--- src/rtl/vic_pkg.sv ---
package vic_pkg;

  // Handshake phase of the controller
  typedef enum logic {
    ST_IDLE = 1'b0,  // offering requests to the processor
    ST_WAIT = 1'b1   // acknowledge out, waiting for the device vector
  } vic_state_e;

endpackage

--- src/rtl/vic_prio_pick.sv ---
module vic_prio_pick #(
  parameter int N_LINES = 8,
  parameter int LVL_W   = 4,
  parameter int ID_W    = 4
) (
  input  logic [N_LINES-1:0] req,
  input  logic               nmi,
  input  logic [LVL_W-1:0]   cur_lvl,
  output logic               any,
  output logic [ID_W-1:0]    win_id
);

  logic [N_LINES-1:0] elig;

  // A line is eligible only when its level is strictly above the open level
  for (genvar g = 0; g < N_LINES; g++) begin : g_elig
    assign elig[g] = req[g] && (LVL_W'(g + 1) > cur_lvl);
  end

  // Later loop iterations override earlier ones, so the highest index wins
  always_comb begin
    any    = 1'b0;
    win_id = '0;
    for (int i = 0; i < N_LINES; i++) begin
      if (elig[i]) begin
        any    = 1'b1;
        win_id = ID_W'(i);
      end
    end
    if (nmi) begin
      any    = 1'b1;
      win_id = ID_W'(N_LINES);
    end
  end

endmodule

--- src/rtl/vic_lvl_stack.sv ---
module vic_lvl_stack #(
  parameter int DEPTH = 4,
  parameter int LVL_W = 4
) (
  input  logic             clk,
  input  logic             rst,
  input  logic             push,
  input  logic             pop,
  input  logic [LVL_W-1:0] push_lvl,
  output logic [LVL_W-1:0] top_lvl
);

  localparam int PTR_W = $clog2(DEPTH + 1);
  localparam int IDX_W = (DEPTH > 1) ? $clog2(DEPTH) : 1;

  logic [LVL_W-1:0] mem [DEPTH];
  logic [PTR_W-1:0] cnt_q;
  logic             full, empty;
  logic [IDX_W-1:0] wr_idx, top_idx;

  assign full    = (cnt_q == PTR_W'(DEPTH));
  assign empty   = (cnt_q == '0);
  assign top_idx = IDX_W'(cnt_q - PTR_W'(1));

  // Push and pop together replace the top entry. A push into a full stack
  // overwrites the top entry.
  always_comb begin
    if (pop) begin
      wr_idx = empty ? '0 : top_idx;
    end else begin
      wr_idx = full ? IDX_W'(DEPTH - 1) : IDX_W'(cnt_q);
    end
  end

  // Storage carries no reset, so the memory can be inferred as a RAM
  always_ff @(posedge clk) begin
    if (push) begin
      mem[wr_idx] <= push_lvl;
    end
  end

  always_ff @(posedge clk) begin
    if (rst) begin
      cnt_q <= '0;
    end else if (push && !pop && !full) begin
      cnt_q <= cnt_q + PTR_W'(1);
    end else if (pop && !push && !empty) begin
      cnt_q <= cnt_q - PTR_W'(1);
    end else if (push && pop && empty) begin
      cnt_q <= PTR_W'(1);
    end
  end

  assign top_lvl = empty ? '0 : mem[top_idx];

endmodule

--- src/rtl/vic_fsm.sv ---
module vic_fsm
  import vic_pkg::*;
#(
  parameter int              N_LINES = 8,
  parameter int              VEC_W   = 8,
  parameter int              ID_W    = 4,
  parameter int              LVL_W   = 4,
  parameter logic [VEC_W-1:0] NMI_VEC = '1
) (
  input  logic                       clk,
  input  logic                       rst,
  input  logic                       offer,
  input  logic                       cpu_ack,
  input  logic [ID_W-1:0]            win_id,
  input  logic [N_LINES-1:0]         dev_vec_vld,
  input  logic [N_LINES*VEC_W-1:0]   dev_vec,
  output logic                       idle,
  output logic                       take,
  output logic [N_LINES-1:0]         dev_ack,
  output logic [VEC_W-1:0]           cpu_vec,
  output logic                       cpu_vec_vld,
  output logic                       push,
  output logic [LVL_W-1:0]           push_lvl
);

  vic_state_e         state_q;
  logic [ID_W-1:0]    sel_q;
  logic [N_LINES-1:0] ack_q;
  logic [VEC_W-1:0]   vec_q;
  logic               vld_q;
  logic               win_nmi, got;
  logic [VEC_W-1:0]   vec_pick;

  assign idle    = (state_q == ST_IDLE);
  assign take    = idle && offer && cpu_ack;
  assign win_nmi = (win_id == ID_W'(N_LINES));
  assign got     = (state_q == ST_WAIT) && |(ack_q & dev_vec_vld);

  // Vector of the acknowledged device, selected by the one-hot acknowledge
  always_comb begin
    vec_pick = '0;
    for (int i = 0; i < N_LINES; i++) begin
      if (ack_q[i]) vec_pick = dev_vec[i*VEC_W +: VEC_W];
    end
  end

  assign push     = (take && win_nmi) || got;
  assign push_lvl = got ? (LVL_W'(sel_q) + LVL_W'(1)) : LVL_W'(N_LINES + 1);

  always_ff @(posedge clk) begin
    if (rst) begin
      state_q <= ST_IDLE;
      sel_q   <= '0;
      ack_q   <= '0;
      vec_q   <= '0;
      vld_q   <= 1'b0;
    end else begin
      vld_q <= 1'b0;
      case (state_q)
        ST_IDLE: begin
          if (take) begin
            if (win_nmi) begin
              vec_q <= NMI_VEC;
              vld_q <= 1'b1;
            end else begin
              ack_q   <= {{(N_LINES-1){1'b0}}, 1'b1} << win_id;
              sel_q   <= win_id;
              state_q <= ST_WAIT;
            end
          end
        end
        ST_WAIT: begin
          if (got) begin
            vec_q   <= vec_pick;
            vld_q   <= 1'b1;
            ack_q   <= '0;
            state_q <= ST_IDLE;
          end
        end
        default: state_q <= ST_IDLE;
      endcase
    end
  end

  assign dev_ack     = ack_q;
  assign cpu_vec     = vec_q;
  assign cpu_vec_vld = vld_q;

endmodule

--- src/rtl/vic_core.sv ---
module vic_core #(
  parameter int               N_LINES    = 8,
  parameter int               VEC_W      = 8,
  parameter int               NEST_DEPTH = 4,
  parameter logic [VEC_W-1:0] NMI_VEC    = 8'hFE
) (
  input  logic                     clk,
  input  logic                     rst,
  input  logic [N_LINES-1:0]       dev_req,
  output logic [N_LINES-1:0]       dev_ack,
  input  logic [N_LINES-1:0]       dev_vec_vld,
  input  logic [N_LINES*VEC_W-1:0] dev_vec,
  input  logic                     nmi_in,
  output logic                     cpu_irq,
  input  logic                     cpu_ack,
  output logic [VEC_W-1:0]         cpu_vec,
  output logic                     cpu_vec_vld,
  input  logic                     cpu_eoi
);

  localparam int LVL_W = $clog2(N_LINES + 2);
  localparam int ID_W  = $clog2(N_LINES + 1);

  logic             nmi_q, nmi_pend;
  logic             irq_q;
  logic [ID_W-1:0]  win_q;
  logic             pick_any;
  logic [ID_W-1:0]  pick_id;
  logic [LVL_W-1:0] top_lvl;
  logic             idle, take, push;
  logic [LVL_W-1:0] push_lvl;
  logic             nmi_take;

  assign nmi_take = take && (win_q == ID_W'(N_LINES));

  // Non-maskable input is edge sensitive, latched until accepted
  always_ff @(posedge clk) begin
    if (rst) begin
      nmi_q    <= 1'b0;
      nmi_pend <= 1'b0;
    end else begin
      nmi_q    <= nmi_in;
      nmi_pend <= (nmi_pend && !nmi_take) || (nmi_in && !nmi_q);
    end
  end

  vic_prio_pick #(
    .N_LINES (N_LINES),
    .LVL_W   (LVL_W),
    .ID_W    (ID_W)
  ) u_pick (
    .req     (dev_req),
    .nmi     (nmi_pend),
    .cur_lvl (top_lvl),
    .any     (pick_any),
    .win_id  (pick_id)
  );

  // Registered offer: request and winner move together, once per cycle
  always_ff @(posedge clk) begin
    if (rst) begin
      irq_q <= 1'b0;
      win_q <= '0;
    end else if (idle && !take) begin
      irq_q <= pick_any;
      win_q <= pick_id;
    end else begin
      irq_q <= 1'b0;
    end
  end

  vic_fsm #(
    .N_LINES     (N_LINES),
    .VEC_W       (VEC_W),
    .ID_W        (ID_W),
    .LVL_W       (LVL_W),
    .NMI_VEC     (NMI_VEC)
  ) u_fsm (
    .clk         (clk),
    .rst         (rst),
    .offer       (irq_q),
    .cpu_ack     (cpu_ack),
    .win_id      (win_q),
    .dev_vec_vld (dev_vec_vld),
    .dev_vec     (dev_vec),
    .idle        (idle),
    .take        (take),
    .dev_ack     (dev_ack),
    .cpu_vec     (cpu_vec),
    .cpu_vec_vld (cpu_vec_vld),
    .push        (push),
    .push_lvl    (push_lvl)
  );

  vic_lvl_stack #(
    .DEPTH    (NEST_DEPTH),
    .LVL_W    (LVL_W)
  ) u_stack (
    .clk      (clk),
    .rst      (rst),
    .push     (push),
    .pop      (cpu_eoi),
    .push_lvl (push_lvl),
    .top_lvl  (top_lvl)
  );

  assign cpu_irq = irq_q;

endmodule

--- config.mk ---
export PLATFORM = sky130hd
export DESIGN_NAME = vic_core
export DESIGN_NICKNAME = d
export VERILOG_FILES = /design/src/rtl/vic_pkg.sv /design/src/rtl/vic_prio_pick.sv /design/src/rtl/vic_lvl_stack.sv /design/src/rtl/vic_fsm.sv /design/src/rtl/vic_core.sv
export SDC_FILE = /design/constraint.sdc
export NUM_CORES = 1
export LEC_CHECK = 0
export ABC_AREA = 1
export CAP_MARGIN = 20
export CORE_ASPECT_RATIO = 1.25
export CORE_UTILIZATION = 65
export DETAILED_ROUTE_END_ITERATION = 6
export DONT_BUFFER_PORTS = 1
export GPL_ROUTABILITY_DRIVEN = 0
export PLACE_DENSITY = 0.89
export SYNTH_ARGS = -nofsm -noshare
export SYNTH_HDL_FRONTEND = slang
export SYNTH_SLANG_ARGS = --single-unit
export TNS_END_PERCENT = 20
--- constraint.sdc ---
create_clock -name clk -period 3.9 [get_ports clk]
set_clock_uncertainty 0.15 [all_clocks]
set_input_delay 0.39 -clock clk [delete_from_list [all_inputs] [get_ports clk]]
set_output_delay 0.39 -clock clk [all_outputs]
set_load 0.03 [all_outputs]
==> results.toml, run 1 <==
[outcome]
outcome = "finished, final reports clean"

[setup_path]
crit_end = "u_stack.mem[3][0]"
cp_data_required_time_ps = 3680
cpPeakStageDelay_ps = 790
worstPathCellList = "nand2_1, nand2_1, a221oi_2, nand2_1, nand2_2, o21ai_4, inv_4, nor3_1"
r2r_cells = 8
startpoint = "u_fsm.dev_ack[1]"
critical_path.max_fanout = 12
critPathCaptureType = "flip-flop"
startpoint_type = "flip-flop"
path_common_cell = "nand2_1"
reg2reg_from = "u_fsm.dev_ack[1]"
r2r_setup_slack_ps = 1250
slowest_stage = "dfxtp_1"
critPathKind = "reg -> reg"
arrival_ps = 2430
r2r-end = "u_stack.mem[3][0]"

[floorplanning]
die_area_mm2 = 0.00467
die_x_um = 61.3
rows = 26
initial_core_util = 0.686
die_y_um = 76.1
num_io_pins = 103
core_mm2 = 0.00416

[timing]
hold_viol = 0
fmax_mhz = 377
setup_viol = 0
rsz0062_at_grt = "no"
whs_ps = 7.58
finalCriticalPeriod_ps = 2650
layout_worst_path_cycle_share = 0.679
relSlewSlack = 0.462
setup_tns_ps = 0
drv_slew = 0
tightest_slew_ps = 806

[final_layout]
drive_gt1_frac = 0.0871
fill_cells = 382
area_growth_syn_to_layout_pct = 4.16
mostFrequentLayoutCell = "nand2_1"
ff_latch_area_mm2 = 0.00112
multi_input_area_mm2 = 0.00149
antennaDiodeCount = 0
final_cell_mix = "99 x nand2_1, 44 x o21ai_0, 40 x nor2_1, 40 x a21oi_1, 32 x dfxtp_1"
final_core_util = 0.715
final_cell_area_mm2 = 0.00298
nets = 490
finalNonFillerCells = 458

[power]
peakVddDrop_mv = 0.409
power_leakage_nw = 1.27
powerDensity_mw_per_mm2 = 691

[global_routing]
grt_pass1_vias = 2487
antenna_found_initial = 0
grt_pass1_wl_um = 11200
grt_remaining_overflow = 0
grt_max_degree = 20
grt_usage = 0.319

[clocking]
htreeDepth = 2
tritoncts = "yes"
clock_path_buffers = 2
worstSkewPairLatency_ps = 300
cts_setup_buffers = 0
root_buffer = "clkbuf_8"
clk_pin_slew_ps = 80
cts_made_buffers = 5
clock-sinks = 48

[yosys]
yosys.area.top_type = "dfxtp_1"
synth.mux.area_fraction = 0
yosys_warnings = 0
seq_area_frac_synth = 0.392
synthXorXnorAreaFrac = 0.0123
syn_area_mm2 = 0.00286
synthAdderAreaFrac = 0.0175
synth_cells = 406
synth_top_family_by_area = "simple AND/OR/NAND/NOR gates"
synth-simple-area-share = 0.280
syn_avg_cell_area_um2 = 7.04
synth_compound_area_frac = 0.213
synth_area_leaders = "dfxtp_1 22%, edfxtp_1 17%, nand2_1 13%"
syn_nets = 495
yosys.area.top_type_share = 0.224
synth_seq_cells = 48
ys_types = 36

[drt]
drt_first_iter_violations = 135
wl_per_cell_um = 15.5
met2_length_um = 3830
via_per_inst = 5.79
route.detailed.drc = 0
ant_nets = 0
m1WireLength_um = 2700
drtPass1Iterations = 4
wirelength_um = 7100
num_vias = 2651
wl_met3_um = 475
top_layer_used = "met4"

[placed_design]
dpl.hpwl_um = 5410
io_buffers = 0
placed_cells = 447
place_area_mm2 = 0.00285

[worst_hold_path]
worstHoldPathCells = 1
hold_class = "in -> reg"

[job]
maxCapViolCount = 0
Yosys cell counts, drive strengths merged:
master,instances
clkbuf,8
inv,38
nor3,4
nand3,28
clkinv,2
o21ai,51
o211ai,9
a21boi,1
dfxtp,32
xor2,2
a211oi,2
a31oi,1
nand2,105
nor4,1
xnor2,2
ha,4
edfxtp,16
nor2,47
a221oi,2
a21oi,41
or2,1
o22ai,1
buf,8
cell type report:
class                   count  share of cell area
multi-input cells         302               0.502
flip-flops and latches     48               0.377
inverters                  40              0.0513
clock buffers               8              0.0336
well taps                  56              0.0235
repair buffers              4              0.0126
stage by stage:
stage | power [mW] | setup WS (ps)
floorplan | 1.56 | 1850
global placement | 1.70 | 1400
detailed placement | 1.72 | 1290
CTS | 2.05 | 1260
global route | 2.24 | 1010
finish | 2.06 | 1250
repair_timing:
| item | CTS | global route |
|---|---|---|
| hold endpoints to repair | 7 | 3 |
| hold buffers | 2 | 1 |
| resized for setup | 0 | 0 |
layer usage:
layer  up-vias  track usage
met5         -            0
met4         0       0.0864
met3        10       0.0730
met2       104        0.577
met1      1201        0.357
li1       1336            -
flip-flops by register name (all words and copies together), names as in the netlist:
name and flops:
u_fsm.cpu_vec_vld 1, win_q 4, u_fsm.state_q 1, nmi_q 1, u_stack.mem 16, u_stack.cnt_q 3
nmi_pend 1, cpu_irq 1, u_fsm.dev_ack 8, u_fsm.sel_q 4, u_fsm.cpu_vec 8
where the power goes:
part | leakage (nW) | total (mW) | internal, mW | switching, mW
Sequential | 0.398 | 0.783 | 0.596 | 0.188
Clock | 0.0515 | 0.321 | 0.162 | 0.159
Combinational | 0.817 | 0.953 | 0.332 | 0.621
worst max-delay path: cells and delay by family, from the launching register on:
family / cells / cell delay [ps]
and+or+nand+nor: 5 / 980
DFF: 1 / 790
buffers and inverters: 1 / 100
AOI/OAI and AO/OA: 2 / 240
how the worst min path moves through the flow:
| stage | endpoint | slack (ps) | startpoint |
|---|---|---|---|
| 2_1_floorplan | nmi_pend | 260 | nmi_q |
| 3_3_place_gp | nmi_pend | 270 | nmi_q |
| 3_5_place_dp | nmi_pend | 270 | nmi_q |
| 4_1_cts | u_fsm.dev_ack[6] | 0.1 | rst |
| 5_1_grt | u_fsm.dev_ack[6] | 3 | rst |
| 6_report | u_fsm.dev_ack[6] | 8 | rst |
cell families after synthesis:
logic type      after synthesis
simple gates                186
compound gates              108
buf+inv                      56
flops                        48
xor+xnor                      4
fa+ha+maj                     4
No activity file was read; power rests on OpenSTA's default activity.
==> inputs of run 2 (changes only) <==
- CORE_UTILIZATION: 65 -> 63
- PLACE_DENSITY: 0.89 -> 0.87
- clock period: 3.9 -> 2.56 ns (I/O delays scaled with it)
==> results.toml, run 2 (same netlist as run 1, synthesis figures left out) <==
[outcome]
outcome = "complete, but fails checks"
violations = "hold timing"

[timing]
rsz0062_at_grt = "no"
fmax_mhz = 427
relSlewSlack = 0.562
tightest_slew_ps = 655
setup_tns_ps = 0
finalCriticalPeriod_ps = 2340
layout_worst_path_cycle_share = 0.915
setup_viol = 0
drv_slew = 0
whs_ps = -0.170
hold_viol = 1
fin_ws_ps = 218

[clocking]
cts_made_buffers = 5
clock_path_buffers = 2
htreeDepth = 2
root_buffer = "clkbuf_8"
worstSkewPairLatency_ps = 300
tritoncts = "yes"
clk_pin_slew_ps = 90
cts_setup_buffers = 0
clock-sinks = 48

[final_layout]
ff_latch_area_mm2 = 0.00112
largest_reg_flops = 16
mostFrequentLayoutCell = "nand2_1"
fill_cells = 397
drive_gt1_frac = 0.120
antennaDiodeCount = 0
final_cell_mix = "99 x nand2_1, 44 x o21ai_0, 40 x nor2_1, 40 x a21oi_1, 32 x dfxtp_1"
final_core_util = 0.703
area_growth_syn_to_layout_pct = 8.10
multi_input_area_mm2 = 0.00149
nets = 504
largest_register = "u_stack.mem"
finalNonFillerCells = 474

[worst_hold_path]
hold_class = "in -> reg"

[floorplanning]
die_y_um = 77.3
rows = 27
die_area_mm2 = 0.00481
initial_core_util = 0.650
core_mm2 = 0.00439
num_io_pins = 103
die_x_um = 62.2

[drt]
drtPass1Iterations = 4
via_per_inst = 5.80
drt_first_iter_violations = 189
route.detailed.drc = 0
ant_nets = 0
wl_per_cell_um = 15.0
wirelength_um = 7090
num_vias = 2749

[power]
power_frac_seq = 0.329
peakVddDrop_mv = 0.590
p_int_mw = 1.72
power_leakage_nw = 1.34
p_switching_mw = 1.54
comb_power_share = 0.514
pwr-share-clk = 0.157
powerDensity_mw_per_mm2 = 1060
switching_share = 0.472

[global_routing]
antenna_found_initial = 0
grt_remaining_overflow = 0
grt_usage = 0.310
grt_pass1_wl_um = 11600
grt_pass1_vias = 2662
grt_max_degree = 19

[placed_design]
io_buffers = 0
dpl_worst_slack_ps = 289
dpl.hpwl_um = 5560
placed_cells = 463

[setup_path]
cp_data_required_time_ps = 2650
worstPathCellList = "inv_1, ha_1, inv_1, nand3_1, nand2_1, o21ai_1, nand2_1, nand3_1, nand2_1, nand2_1, nand2_1, nand2_1, nand2_1, a21oi_2"
arrival_ps = 2430
critical_path.max_fanout = 6
critPathKind = "reg -> reg"
cpPeakStageDelay_ps = 400
critPathCaptureType = "flip-flop"
startpoint_type = "flip-flop"
path_common_cell = "nand2_1"
slowest_stage = "ha_1"

[job]
maxCapViolCount = 0
==> run 2: cell count changes in the layout (fill, tap and decap cells not counted), sizes merged <==
cell	change
inv	+1
clkinv	+1
clkbuf	-2
buf	+14
==> run 2: routing by layer <==
layer  part of all wire  track usage  vias up
met5                  0            0        -
met4              0.032        0.153        0
met3              0.047       0.0461       18
met2               0.56        0.605       92
met1               0.37        0.313     1265
li1                   -            -     1374
==> run 2: worst max-delay path, delay by kind of cell, from the launching register on <==
kind                       cells  cell delay, ps
and+or+nand+nor                9             750
adders and majority gates      1             400
DFF                            1             380
AOI/OAI and AO/OA              2             380
buffers and inverters          2             230
==> run 2: cell type report <==
cell class	instances	share of cell area
inverters	40	0.0494
repair buffers	18	0.0462
clock buffers	6	0.0304
clock inverters	2	0.00365
flip-flops and latches	48	0.363
multi-input cells	302	0.484
well taps	58	0.0235
==> run 2: power by group through the flow <==
stage | combinational, mW | clock, mW | sequential [mW]
5_1_grt | 1.90 | 0.540 | 1.09
3_5_place_dp | 1.67 | 0 | 1.09
4_1_cts | 1.68 | 0.510 | 1.07
2_1_floorplan | 1.26 | 0 | 1.11
6_report | 1.68 | 0.511 | 1.08
3_3_place_gp | 1.61 | 0 | 1.08
==> run 2: per-stage QoR <==
step / instance area, µm² / total power, mW
floorplan: 2860 / 2.37
global placement: 2950 / 2.69
detailed placement: 2950 / 2.76
CTS: 3090 / 3.26
global route: 3090 / 3.53
finish: 3090 / 3.26
==> run 2: worst paths after layout <==
check                                       from               end  slack [ps]  cells after the start
worst min-delay path                 dev_vec[62]  u_fsm.cpu_vec[6]        -0.2                      2
worst max-delay path            u_stack.cnt_q[1]          win_q[0]         220                     14
worst min register to register             nmi_q          nmi_pend         280                      1
worst max register to register  u_stack.cnt_q[1]          win_q[0]         220                     14
==> run 2: repair_timing <==
action / 4_1_cts / 5_1_grt
endpoints found under the hold margin: 19 / 0
gates resized for setup: 0 / 0
hold buffers: 3 / 0
